`config.mk`:
```
export PLATFORM = sky130hd
export DESIGN_NAME = cardclk_gen
export DESIGN_NICKNAME = d
export VERILOG_FILES = /design/src/rtl/cardclk_pkg.sv /design/src/rtl/cardclk_regs.sv /design/src/rtl/cardclk_seq.sv /design/src/rtl/cardclk_phase.sv /design/src/rtl/cardclk_gen.sv
export SDC_FILE = /design/constraint.sdc
export NUM_CORES = 1
export LEC_CHECK = 0
export CORE_MARGIN = 2
export CORE_UTILIZATION = 30
export DETAILED_ROUTE_END_ITERATION = 10
export PLACE_DENSITY = 0.5
export RECOVER_POWER = 25
export SYNTH_ARGS = -nofsm -noshare
export SYNTH_HDL_FRONTEND = slang
export SYNTH_HIERARCHICAL = 1
export SYNTH_SLANG_ARGS = --single-unit
```
`constraint.sdc`:
```
create_clock -name clk -period 9.8 [get_ports clk]
set_input_delay 0.98 -clock clk [delete_from_list [all_inputs] [get_ports clk]]
set_output_delay 0.98 -clock clk [all_outputs]
set_load 0.02 [all_outputs]
```
`src/rtl/cardclk_pkg.sv`:
```
package cardclk_pkg;
  // field positions of the clock register
  localparam int unsigned SRC_BIT  = 6;
  localparam int unsigned PH_LSB   = 8;   // card, tx, rx codes follow in 2-bit steps
  // field positions of the configuration register
  localparam int unsigned DDR_BIT  = 2;
  localparam int unsigned AON_BIT  = 18;
  localparam int unsigned STOP_BIT = 22;
  localparam int unsigned AUTO_BIT = 23;
  // output lanes: 0 card, 1 transmit, 2 receive
  localparam int unsigned NUM_OUT  = 3;

  typedef logic [1:0] phase_t;
endpackage

```
`src/rtl/cardclk_regs.sv`:
```
module cardclk_regs
  import cardclk_pkg::*;
#(
  parameter int unsigned DIV_W = 6
) (
  input  logic                           clk,
  input  logic                           rst_n,
  input  logic                           wr_en,
  input  logic                           wr_addr,
  input  logic [31:0]                    wr_data,
  output logic [DIV_W-1:0]               prog_div,
  output logic                           prog_src,
  output logic [NUM_OUT-1:0][1:0]        prog_phase,
  output logic                           cfg_ddr,
  output logic                           cfg_aon,
  output logic                           cfg_stop,
  output logic                           cfg_auto
);
  logic unused_wr_bits;
  assign unused_wr_bits = ^wr_data;

  always_ff @(posedge clk or negedge rst_n) begin
    if (!rst_n) begin
      prog_div   <= '0;
      prog_src   <= 1'b0;
      prog_phase <= '0;
      cfg_ddr    <= 1'b0;
      cfg_aon    <= 1'b0;
      cfg_stop   <= 1'b0;
      cfg_auto   <= 1'b0;
    end else if (wr_en) begin
      if (!wr_addr) begin
        prog_div <= wr_data[DIV_W-1:0];
        prog_src <= wr_data[SRC_BIT];
        for (int i = 0; i < NUM_OUT; i++) begin
          prog_phase[i] <= wr_data[PH_LSB + 2*i +: 2];
        end
      end else begin
        cfg_ddr  <= wr_data[DDR_BIT];
        cfg_aon  <= wr_data[AON_BIT];
        cfg_stop <= wr_data[STOP_BIT];
        cfg_auto <= wr_data[AUTO_BIT];
      end
    end
  end
endmodule

```
`src/rtl/cardclk_seq.sv`:
```
module cardclk_seq
  import cardclk_pkg::*;
#(
  parameter int unsigned DIV_W = 6
) (
  input  logic                    clk,
  input  logic                    rst_n,
  input  logic                    ref_tick,
  input  logic                    fast_tick,
  input  logic                    run_req,
  input  logic [DIV_W-1:0]        prog_div,
  input  logic                    prog_src,
  input  logic [NUM_OUT-1:0][1:0] prog_phase,
  input  logic [NUM_OUT-1:0]      gate_open,
  output logic [DIV_W:0]          cnt_q,
  output logic [DIV_W:0]          cnt_nxt,
  output logic [DIV_W-1:0]        act_div,
  output logic [NUM_OUT-1:0][1:0] act_phase,
  output logic                    want,
  output logic                    tick
);
  localparam int unsigned CW = DIV_W + 1;

  logic          act_src;
  logic          parked;
  logic          pending;
  logic          reload;
  logic [CW-1:0] per_last;

  assign tick     = act_src ? fast_tick : ref_tick;
  assign parked   = ~|gate_open;
  assign pending  = (prog_div != act_div) || (prog_src != act_src) ||
                    (prog_phase != act_phase);
  assign want     = run_req & ~pending;
  // shadow settings load and the counter rewinds only while every lane is parked low
  assign reload   = parked & ~want;
  assign per_last = {act_div, 1'b0} - CW'(1);

  always_comb begin
    if (reload) begin
      cnt_nxt = '0;
    end else if (tick) begin
      cnt_nxt = (cnt_q == per_last) ? '0 : cnt_q + CW'(1);
    end else begin
      cnt_nxt = cnt_q;
    end
  end

  always_ff @(posedge clk or negedge rst_n) begin
    if (!rst_n) begin
      cnt_q     <= '0;
      act_div   <= '0;
      act_src   <= 1'b0;
      act_phase <= '0;
    end else begin
      cnt_q <= cnt_nxt;
      if (reload) begin
        act_div   <= prog_div;
        act_src   <= prog_src;
        act_phase <= prog_phase;
      end
    end
  end
endmodule

```
`src/rtl/cardclk_phase.sv`:
```
module cardclk_phase
  import cardclk_pkg::*;
#(
  parameter int unsigned DIV_W = 6
) (
  input  logic             clk,
  input  logic             rst_n,
  input  logic [DIV_W:0]   cnt_nxt,
  input  logic [DIV_W-1:0] div,
  input  phase_t           phase,
  input  logic             want,
  output logic             clk_out,
  output logic             gate_open
);
  localparam int unsigned W2 = DIV_W + 2;

  logic [W2-1:0] per;
  logic [W2-1:0] off;
  logic [W2-1:0] pos_ext;
  logic [W2-1:0] pos;
  logic          w_nxt;
  logic          g_nxt;

  always_comb begin
    per     = W2'({div, 1'b0});
    off     = (W2'(phase) * W2'(div) + W2'(1)) >> 1;
    pos_ext = W2'(cnt_nxt);
    if (pos_ext >= off) begin
      pos = pos_ext - off;
    end else begin
      pos = pos_ext + per - off;
    end
    w_nxt = (pos < W2'(div));
    // the gate may change only while this lane's waveform is low
    g_nxt = w_nxt ? gate_open : want;
  end

  always_ff @(posedge clk or negedge rst_n) begin
    if (!rst_n) begin
      gate_open <= 1'b0;
      clk_out   <= 1'b0;
    end else begin
      gate_open <= g_nxt;
      clk_out   <= g_nxt & w_nxt;
    end
  end
endmodule

```
`src/rtl/cardclk_gen.sv`:
```
module cardclk_gen
  import cardclk_pkg::*;
#(
  parameter int unsigned DIV_W = 6
) (
  input  logic        clk,
  input  logic        rst_n,
  input  logic        ref_tick,
  input  logic        fast_tick,
  input  logic        bus_busy,
  input  logic        wr_en,
  input  logic        wr_addr,
  input  logic [31:0] wr_data,
  output logic        card_clk,
  output logic        tx_clk,
  output logic        rx_clk,
  output logic        ddr_mode
);
  logic [DIV_W-1:0]        prog_div;
  logic                    prog_src;
  logic [NUM_OUT-1:0][1:0] prog_phase;
  logic                    cfg_ddr, cfg_aon, cfg_stop, cfg_auto;
  logic                    run_req;
  logic [DIV_W:0]          cnt_q, cnt_nxt;
  logic [DIV_W-1:0]        act_div;
  logic [NUM_OUT-1:0][1:0] act_phase;
  logic                    want, tick;
  logic [NUM_OUT-1:0]      outs, gates;

  cardclk_regs #(.DIV_W(DIV_W)) u_regs (
    .clk(clk), .rst_n(rst_n), .wr_en(wr_en), .wr_addr(wr_addr), .wr_data(wr_data),
    .prog_div(prog_div), .prog_src(prog_src), .prog_phase(prog_phase),
    .cfg_ddr(cfg_ddr), .cfg_aon(cfg_aon), .cfg_stop(cfg_stop), .cfg_auto(cfg_auto)
  );

  assign run_req = (prog_div != '0) & ~cfg_stop & (cfg_aon | ~cfg_auto | bus_busy);

  cardclk_seq #(.DIV_W(DIV_W)) u_seq (
    .clk(clk), .rst_n(rst_n), .ref_tick(ref_tick), .fast_tick(fast_tick),
    .run_req(run_req), .prog_div(prog_div), .prog_src(prog_src),
    .prog_phase(prog_phase), .gate_open(gates), .cnt_q(cnt_q), .cnt_nxt(cnt_nxt),
    .act_div(act_div), .act_phase(act_phase), .want(want), .tick(tick)
  );

  for (genvar i = 0; i < NUM_OUT; i++) begin : g_lane
    cardclk_phase #(.DIV_W(DIV_W)) u_phase (
      .clk(clk), .rst_n(rst_n), .cnt_nxt(cnt_nxt), .div(act_div),
      .phase(act_phase[i]), .want(want), .clk_out(outs[i]), .gate_open(gates[i])
    );
  end

  assign card_clk = outs[0];
  assign tx_clk   = outs[1];
  assign rx_clk   = outs[2];
  assign ddr_mode = cfg_ddr;
endmodule

```
==> flow_summary.ini, run 1 <==
[run_status]
status = finished, violations left
failed_checks = capacitance limit, slew limit

[sta]
fin_ws_ps = 3550
finalSetupTns_ps = 0
period_needed_ps = 6250
fin_skew_ps = 7.14
fmax_mhz = 160
rsz0062_at_grt = false
hold_violations = 0
worst_pin_slew_ps = 2350
period_share_pct = 63.8
finalSetupViolations = 0
maxSlewHeadroom_pct = -56.3
drv_slew = 44

[global_routing]
gr-total-overflow = 0
use_met1_pct = 18.1
met2_usage_pct = 25.7
track_usage_pct = 14.1
grt_start_max_net_pins = 44
grt_use_met3_pct = 1.59
grt-busiest-layer = met2
grt_pass1_vias = 4654
grt_pass1_wl_microns = 22700
antenna_found_initial = 0

[min_path]
min_path_type = reg -> reg
min_from = u_regs/cfg_auto
min_to = u_regs/cfg_auto
holdPathStages = 1

[logic_synthesis]
ys_ff_latch = 43
synth_warnings = 6
synthCells = 594
yosysSeqAreaShare_pct = 18.9
synth_area_per_cell_sq_um = 9.58
synth.most_common_cell = ha_1
synthDistinctLibCells = 71
synth_top_area_share_pct = 18.9
ys.flop_type = dfrtp_1
synth_common_cells = 71 x ha_1, 57 x inv_1, 43 x dfrtp_1
syn_nets = 731
synth_edf_count = 0
synth_area_leaders = dfrtp_1 19%, ha_1 16%, fa_1 9.5%
syn-cell-area_sq_mm = 0.00569
synthArstFlopShare_pct = 100
synth_top_cell_by_area = dfrtp_1

[floorplanning]
start_util_pct = 30.5
die_y_microns = 142
die_area_sq_mm = 0.0201
rows = 50
die_w_microns = 142
core_sq_mm = 0.0186
ios = 43

[pwr]
p_int_mw = 0.812
clockPowerShare_pct = 10.4
swShare_pct = 46.2
ir_drop_mv = 0.0720
p_leak_nw = 2.94
power_frac_seq_pct = 15.4
p_per_area_mw_per_mm2 = 235
power.share.combinational_pct = 74.2
switchingPower_mw = 0.698

[routing]
drt_iter0_drc = 255
dr.pass1.iters = 4
num_vias = 4340
drcViolationCount = 0
final_antenna_net_count = 0
wl_per_cell_microns = 15.5
drt-total-wl_microns = 13400
viasPerCell = 5.00

[setup_path]
timing.rr.start = u_seq/act_div[1]
ff2ff_path_depth = 24
cp_top_family = adder cells
worst-path-buf-inv = 4
r2r_setup_slack_ps = 3550
cp_slowest_cell = dfrtp_1
path_common_cell = ha_1
required_ps = 9960
arrival_ps = 6410
r2r-end = g_lane[2].u_phase/gate_open
path_class = reg -> reg
worst_setup_path_start_kind = flip-flop
path_max_fanout = 11
cpPeakStageDelay_ps = 580
cp-end-kind = flip-flop
crit_chain = buf_4, inv_1, ha_1, o21ba_2, a221oi_1, a41oi_1, nor4b_4, nor3_2, buf_4, fa_1, ha_1, inv_1, fa_1, nor2b_1, o31a_1, a21oi_1, mux2_2, ha_1, a21oi_1, nand2_1, a41oi_1, nand2_1, o32ai_2, mux2_1

[final_layout]
multi_input_area_sq_mm = 0.00435
fill_cells = 1920
drive_above_1_share_pct = 13.9
area_growth_pct = 12.7
seq_area_sq_mm = 0.00108
antenna_cells = 0
num-nets-final = 770

[cts]
cts_tree = yes
cts_resized = 0
cts_made_buffers = 5
clock_path_buffers = 2
cts.clk_slew.worst_paths_ps = 60
cts.sinks = 43
root_buffer = clkbuf_16
post_cts_buffers = 0
htreeDepth = 2
insertion_delay_ps = 280
ctsHoldBuffers = 0

[placed_design]
place_ws_ps = 3280
gp_congestion = 0.868
dp_hpwl_microns = 10600
io_buffers = 26

[job]
maxCapViolCount = 1
## power by group through the flow
stage | registers [mW] | clock network [mW] | logic (mW)
floorplan | 0.228 | 0 | 0.897
global placement | 0.235 | 0 | 1.09
detailed placement | 0.236 | 0 | 1.12
CTS | 0.233 | 0.165 | 1.13
global route | 0.237 | 0.172 | 1.29
finish | 0.232 | 0.158 | 1.12
## how the worst max path moves through the flow
| stage | startpoint | to | cells after the start |
|---|---|---|---|
| CTS | u_seq/act_div[1] | g_lane[2].u_phase/gate_open | 24 |
| global placement | bus_busy | g_lane[2].u_phase/gate_open | 24 |
| finish | u_seq/act_div[1] | g_lane[2].u_phase/gate_open | 24 |
| floorplan | bus_busy | g_lane[0].u_phase/gate_open | 21 |
| global route | u_seq/act_div[1] | g_lane[2].u_phase/gate_open | 24 |
| detailed placement | bus_busy | g_lane[2].u_phase/gate_open | 23 |
## flip-flops by register name (all words and copies together), names as in the netlist
signal and cells:
u_seq/cnt_q 7, u_regs/prog_div 6, u_regs/prog_phase 6, u_seq/act_div 6, u_seq/act_phase 6, g_lane.u_phase/clk_out 3
g_lane.u_phase/gate_open 3, u_regs/cfg_aon 1, u_regs/cfg_auto 1, u_regs/cfg_ddr 1, u_regs/cfg_stop 1, u_regs/prog_src 1
u_seq/act_src 1
## cells in the final DEF (no fill, tap or decap), types with 25 or more instances in the layout
| cell type | instances |
|---|---|
| dfrtp_1 | 43 |
| a21oi_1 | 40 |
| ha_1 | 71 |
| fa_1 | 27 |
| clkdlybuf4s50_1 | 25 |
| mux2_4 | 25 |
| xnor2_1 | 35 |
| nor2_1 | 34 |
| inv_1 | 57 |
| and2_1 | 37 |
## cells by family after synthesis
kind of cell,share of synthesized area (%)
AO/OA/AOI/OAI,17.0
adder cells (fa/ha/maj),25.1
AND/OR/NAND/NOR,16.1
multiplexers,9.28
flip-flops,18.9
buffers and inverters,4.86
XOR/XNOR,8.75
## metal layers
layer | wire length (microns) | share of wire [%]
met1 | 6300 | 47
met5 | 0 | 0
met4 | 129 | 0.96
met3 | 287 | 2.1
met2 | 6710 | 50
## stage by stage
step                      cells  hold slack (ps)  power, mW  util, %  instance area [sq um]
after floorplan             594              471       1.13        -                   5690
final                       868              506       1.51     34.4                   6420
after global placement      860              481       1.32     33.7                   6280
after global routing        868              540       1.70     34.4                   6420
after detailed placement    860              495       1.36     33.7                   6280
after CTS                   868              509       1.53     34.4                   6420
## layout make-up
type,count,share of cell area [%]
Clock buffer,7,2.07
Clock inverter,1,0.0780
Inverter,57,3.33
Multi-Input combinational cell,488,67.8
Sequential cell,43,16.8
Tap cell,234,4.56
Timing Repair Buffer,38,5.36
(Power assumes the default switching activity.)
==> inputs of run 2 (changes only) <==
--- a/config.mk
+++ b/config.mk
@@ -8,7 +8,7 @@
 export CORE_MARGIN = 2
 export CORE_UTILIZATION = 30
 export DETAILED_ROUTE_END_ITERATION = 10
-export PLACE_DENSITY = 0.5
+export PLACE_DENSITY = 0.51
 export RECOVER_POWER = 25
 export SYNTH_ARGS = -nofsm -noshare
 export SYNTH_HDL_FRONTEND = slang
==> constraint.sdc (replaced) <==
create_clock -name clk -period 5.4 [get_ports clk]
set_input_delay 0.54 -clock clk [delete_from_list [all_inputs] [get_ports clk]]
set_output_delay 0.54 -clock clk [all_outputs]
set_load 0.02 [all_outputs]
==> run 2 against run 1 <==
Effect of this change:
- the flow still finishes with violations (capacitance limit, slew limit)
- setup slack got worse by 3400 ps
- core utilization rose by 3.4 points
- fmax rose by 20%
- cell count rose by 7.0%
- clock power rose by 130%
- total power rose by 120%
- sequential power rose by 75%
- count of clock-buffer cells in the layout fell by 2
- global-route usage rose by 0.90 points
- sequential share of layout area fell by 1.5 points
- via count rose by 7.9%
- critical path depth fell by 1
==> flow_summary.ini, run 2 (same netlist as run 1, synthesis figures left out) <==
[final_layout]
mostFrequentLayoutCell = buf_4
area_growth_pct = 23.8
regMostFlops = u_seq/cnt_q
design_area_sq_mm = 0.00705
fill_cells = 1874
drive_above_1_share_pct = 24.7
antenna_cells = 0
num-nets-final = 831
final_cell_mix = 71 x buf_4, 68 x ha_1, 56 x inv_1
largest_register_ffs = 7

[sta]
finalSetupTns_ps = 0
maxSlewHeadroom_pct = -62.8
worst_pin_slew_ps = 2440
drv_slew = 44
period_share_pct = 96.8
finalSetupViolations = 0
fin_ws_ps = 173
hold_violations = 0
fmax_mhz = 191
rsz0062_at_grt = true
fin_skew_ps = 5.57
period_needed_ps = 5230

[floorplanning]
die_y_microns = 142
rows = 50
ios = 43
start_util_pct = 30.5
die_w_microns = 142
core_sq_mm = 0.0186
die_area_sq_mm = 0.0201

[pwr]
p_int_mw = 1.81
power_frac_seq_pct = 12.4
p_total_mw = 3.27
clockPowerShare_pct = 10.9
swShare_pct = 44.6
switchingPower_mw = 1.46
p_leak_nw = 3.29
power.share.combinational_pct = 76.6
ir_drop_mv = 0.156
p_per_area_mw_per_mm2 = 463

[setup_path]
r2r-end = g_lane[2].u_phase/gate_open
worst_setup_path_start_kind = flip-flop
crit_chain = inv_1, ha_1, o21ba_2, a221oi_1, a41oi_1, nor4b_4, buf_4, buf_4, nor3_1, buf_4, fa_1, ha_1, nor2b_2, o31a_1, a21oi_1, mux2_4, ha_4, a21oi_2, nand2_1, a41oi_2, nand2_1, o32ai_2, mux2_1
path_class = reg -> reg
path_max_fanout = 5
cp_slowest_cell = fa_1
ff2ff_path_depth = 23
path_common_cell = buf_4
cp-end-kind = flip-flop
cpPeakStageDelay_ps = 510
r2r_setup_slack_ps = 170
arrival_ps = 5400
timing.rr.start = u_seq/act_div[0]
required_ps = 5570

[routing]
drt_iter0_drc = 178
num_vias = 4684
drt-total-wl_microns = 14500
dr.pass1.iters = 4
viasPerCell = 5.04
wl_per_cell_microns = 15.6
final_antenna_net_count = 0
drcViolationCount = 0

[global_routing]
grt_pass1_wl_microns = 24100
gr-total-overflow = 0
grt_pass1_vias = 4927
track_usage_pct = 15.0
grt_start_max_net_pins = 44
antenna_found_initial = 0

[min_path]
min_path_type = reg -> reg
min_from = u_regs/cfg_auto
min_to = u_regs/cfg_auto
holdPathStages = 1

[placed_design]
io_buffers = 26
dp_hpwl_microns = 11700
gp_congestion = 0.863
place_ws_ps = -232
placedInstanceArea_sq_mm = 0.00670

[cts]
cts.clk_slew.worst_paths_ps = 70
insertion_delay_ps = 290
cts_made_buffers = 5
cts_tree = yes
cts.sinks = 43
clock_path_buffers = 2
root_buffer = clkbuf_16
htreeDepth = 2

[run_status]
status = finished, violations left
failed_checks = capacitance limit, slew limit

[job]
maxCapViolCount = 1
## run 2: worst max path at each step
| stage | cells after the start | start | slack (ps) | to |
|---|---|---|---|---|
| 6_report | 23 | u_seq/act_div[0] | 170 | g_lane[2].u_phase/gate_open |
| 5_1_grt | 23 | u_seq/act_div[0] | -110 | g_lane[2].u_phase/gate_open |
| 4_1_cts | 22 | u_seq/act_div[0] | 40 | g_lane[2].u_phase/gate_open |
| 3_5_place_dp | 23 | bus_busy | -230 | g_lane[0].u_phase/gate_open |
| 3_3_place_gp | 25 | bus_busy | -200 | g_lane[2].u_phase/gate_open |
| 2_1_floorplan | 23 | u_seq/act_div[0] | 9 | g_lane[2].u_phase/gate_open |
## run 2: power by group through the flow
stage	clock, mW	sequential [mW]	combinational (mW)
final	0.357	0.406	2.50
after global routing	0.378	0.413	2.83
after CTS	0.369	0.404	2.35
after detailed placement	0	0.410	2.33
after global placement	0	0.408	2.25
after floorplan	0	0.414	1.63
## run 2: cell type report
type,count,area [sq um],share of cell area (%)
Tap cell,234,293,4.15
Sequential cell,43,1080,15.3
Clock buffer,5,125,1.78
Timing Repair Buffer,99,821,11.6
Clock inverter,3,47.5,0.675
Inverter,57,214,3.04
Multi-Input combinational cell,488,4470,63.4
## run 2: what timing repair did
| item | in CTS | in global routing |
|---|---|---|
| hold buffers | 0 | 0 |
| pin swaps | 1 | 14 |
| endpoints found under the hold margin | 0 | 0 |
| endpoints found under the setup margin | 2 | 6 |
| gates resized for setup | 0 | 30 |
| buffers inserted | 1 | 6 |
## run 2: critical path, delay by kind of cell (launching register included)
kind                       cells  cell delay, ps
and+or+nand+nor                5             740
adders and majority gates      4            1270
AOI/OAI and AO/OA              8            1680
DFF                            1             360
buffers and inverters          4             520
muxes                          2             540
## run 2: through the flow
stage | util, % | hold slack, ps | instances
floorplan | - | 244 | 594
global placement | 35.9 | 482 | 914
detailed placement | 35.9 | 502 | 914
CTS | 36.9 | 469 | 923
global route | 37.8 | 531 | 929
finish | 37.8 | 516 | 929
## run 2: per-layer routing
layer / track usage [%] / wire length [microns] / up-vias
met1: 18.7 / 6640 / 2277
met4: 4.42 / 378 / 0
li1: - / - / 2307
met5: 0 / 0 / -
met2: 27.1 / 7140 / 78
met3: 1.69 / 370 / 22
==> inputs of run 3 (changes only) <==
==> constraint.sdc (replaced) <==
create_clock -name clk -period 5.4 [get_ports clk]
set_input_delay 1.35 -clock clk [delete_from_list [all_inputs] [get_ports clk]]
set_output_delay 1.35 -clock clk [all_outputs]
set_load 0.02 [all_outputs]
==> run 3 against run 2 <==
Effect of this change:
- the flow finishes with violations (capacitance limit, slew limit, setup timing)
- core utilization is 4.3 points higher
- combinational power rose by 13%
- count of clock-buffer cells in the layout increased by 2
- cell count is 8.5% higher
- critical path type is now in -> reg
- sequential power is essentially flat
- non-clock buffer count is 79 higher
- wire length rose by 5.0%
- die area is the same
- via count up 4.7%
==> flow_summary.ini, run 3 (same netlist as run 1, synthesis figures left out) <==
[setup_path]
path_class = in -> reg
worst_setup_path_start_kind = input port
cp-end-kind = flip-flop
required_ps = 5560
arrival_ps = 5590
path_max_fanout = 5

[global_routing]
track_usage_pct = 15.7
gr-total-overflow = 0
grt_pass1_vias = 5298
grt_start_max_net_pins = 44
grt_pass1_wl_microns = 25500
antenna_found_initial = 0

[placed_design]
dp_hpwl_microns = 12200
gp_congestion = 0.856
placedInstanceArea_sq_mm = 0.00720
io_buffers = 26

[cts]
htreeDepth = 2
cts.sinks = 43
root_buffer = clkbuf_16
insertion_delay_ps = 280
cts.clk_slew.worst_paths_ps = 60
ctsHoldBuffers = 0
cts_tree = yes
clock_path_buffers = 2
cts_made_buffers = 5

[run_status]
status = finished, violations left
failed_checks = capacitance limit, slew limit, setup timing

[final_layout]
final_cell_mix = 141 x buf_4, 63 x ha_1, 54 x inv_1
antenna_cells = 0
drive_above_1_share_pct = 35.9
design_area_sq_mm = 0.00785
regMostFlops = u_seq/cnt_q
area_growth_pct = 38.0
mostFrequentLayoutCell = buf_4
num-nets-final = 910
largest_register_ffs = 7

[routing]
drt-total-wl_microns = 15300
viasPerCell = 4.86
final_antenna_net_count = 0
drcViolationCount = 0
num_vias = 4903
wl_per_cell_microns = 15.1
dr.pass1.iters = 4
drt_iter0_drc = 171

[sta]
holdWs_ps = 514
maxSlewHeadroom_pct = -53.3
fin_skew_ps = 3.81
worst_pin_slew_ps = 2300
fin_ws_ps = -30.2
fmax_mhz = 184
period_needed_ps = 5430
finalSetupViolations = 1
rsz0062_at_grt = true
hold_violations = 0
drv_slew = 44
period_share_pct = 101

[floorplanning]
rows = 50
die_area_sq_mm = 0.0201
ios = 43
die_y_microns = 142
core_sq_mm = 0.0186
die_w_microns = 142
start_util_pct = 30.5

[pwr]
p_leak_nw = 3.71
p_per_area_mw_per_mm2 = 448
ir_drop_mv = 0.169
p_total_mw = 3.52

[job]
maxCapViolCount = 1

[min_path]
min_path_type = reg -> reg
-- run 3: final cells by class --
| class | instances | area [sq um] |
|---|---|---|
| fill | 1825 | 10800 |
| clock inverter | 1 | 5.00 |
| timing repair buffer | 178 | 1480 |
| clock buffer | 7 | 133 |
| tap | 234 | 293 |
| inverter | 57 | 214 |
| multi-input combinational | 488 | 4660 |
| sequential | 43 | 1080 |
-- run 3: per-stage QoR --
stage / util (%) / TNS, ps / cells / setup slack (ps)
2_1_floorplan: - / -253 / 594 / -140
3_3_place_gp: 38.6 / -4840 / 968 / -964
3_5_place_dp: 38.6 / -5380 / 968 / -1060
4_1_cts: 41.4 / -150 / 1000 / -108
5_1_grt: 42.1 / -442 / 1008 / -230
6_report: 42.1 / -30.2 / 1008 / -30.2
-- run 3: power breakdown --
group          switching (mW)  total [mW]  leakage [nW]  internal, mW
registers              0.0477       0.403         0.534         0.356
clock network           0.115       0.286        0.0679         0.171
logic                    1.37        2.83          3.11          1.45
total                    1.54        3.52          3.71          1.98
-- run 3: final timing paths --
kind	from	end	slack [ps]	depth (start not counted)
max in group asynchronous	rst_n	g_lane[0].u_phase/clk_out	2330	1
worst max-delay path	ref_tick	g_lane[2].u_phase/gate_open	-30	23
min in group asynchronous	rst_n	u_regs/prog_phase[4]	1760	1
worst min register to register	u_regs/cfg_ddr	u_regs/cfg_ddr	510	1
worst max register to register	u_seq/act_div[0]	g_lane[2].u_phase/gate_open	220	24
worst min-delay path	u_regs/cfg_ddr	u_regs/cfg_ddr	510	1
-- run 3: per-layer routing --
| metal | track usage [%] | wire length, microns | vias up |
|---|---|---|---|
| li1 | - | - | 2462 |
| met1 | 20.0 | 6960 | 2341 |
| met2 | 28.6 | 7650 | 75 |
| met3 | 1.38 | 315 | 25 |
| met4 | 3.68 | 326 | 0 |
| met5 | 0 | 0 | - |
-- run 3: worst max-delay path, cell delays in order --
cell,delay [ps]
buf_6,70
mux2_4,150
and2_4,140
nand4_1,140
nor4b_4,300
buf_6,170
nor3_4,60
buf_12,130
fa_1,480
ha_2,180
inv_2,40
fa_2,360
nor2b_4,150
o31a_1,190
a21oi_2,40
mux2_4,270
ha_4,230
a21oi_2,120
nand2_1,70
a41oi_2,160
nand2_1,110
o32ai_4,350
mux2_4,330
-- run 3: timing repair --
item                       in CTS  in global routing
resized for setup              50                 21
buffers inserted               24                  8
setup endpoints to repair       6                  6
pin swaps                      28                 36
cloned                          0                  0
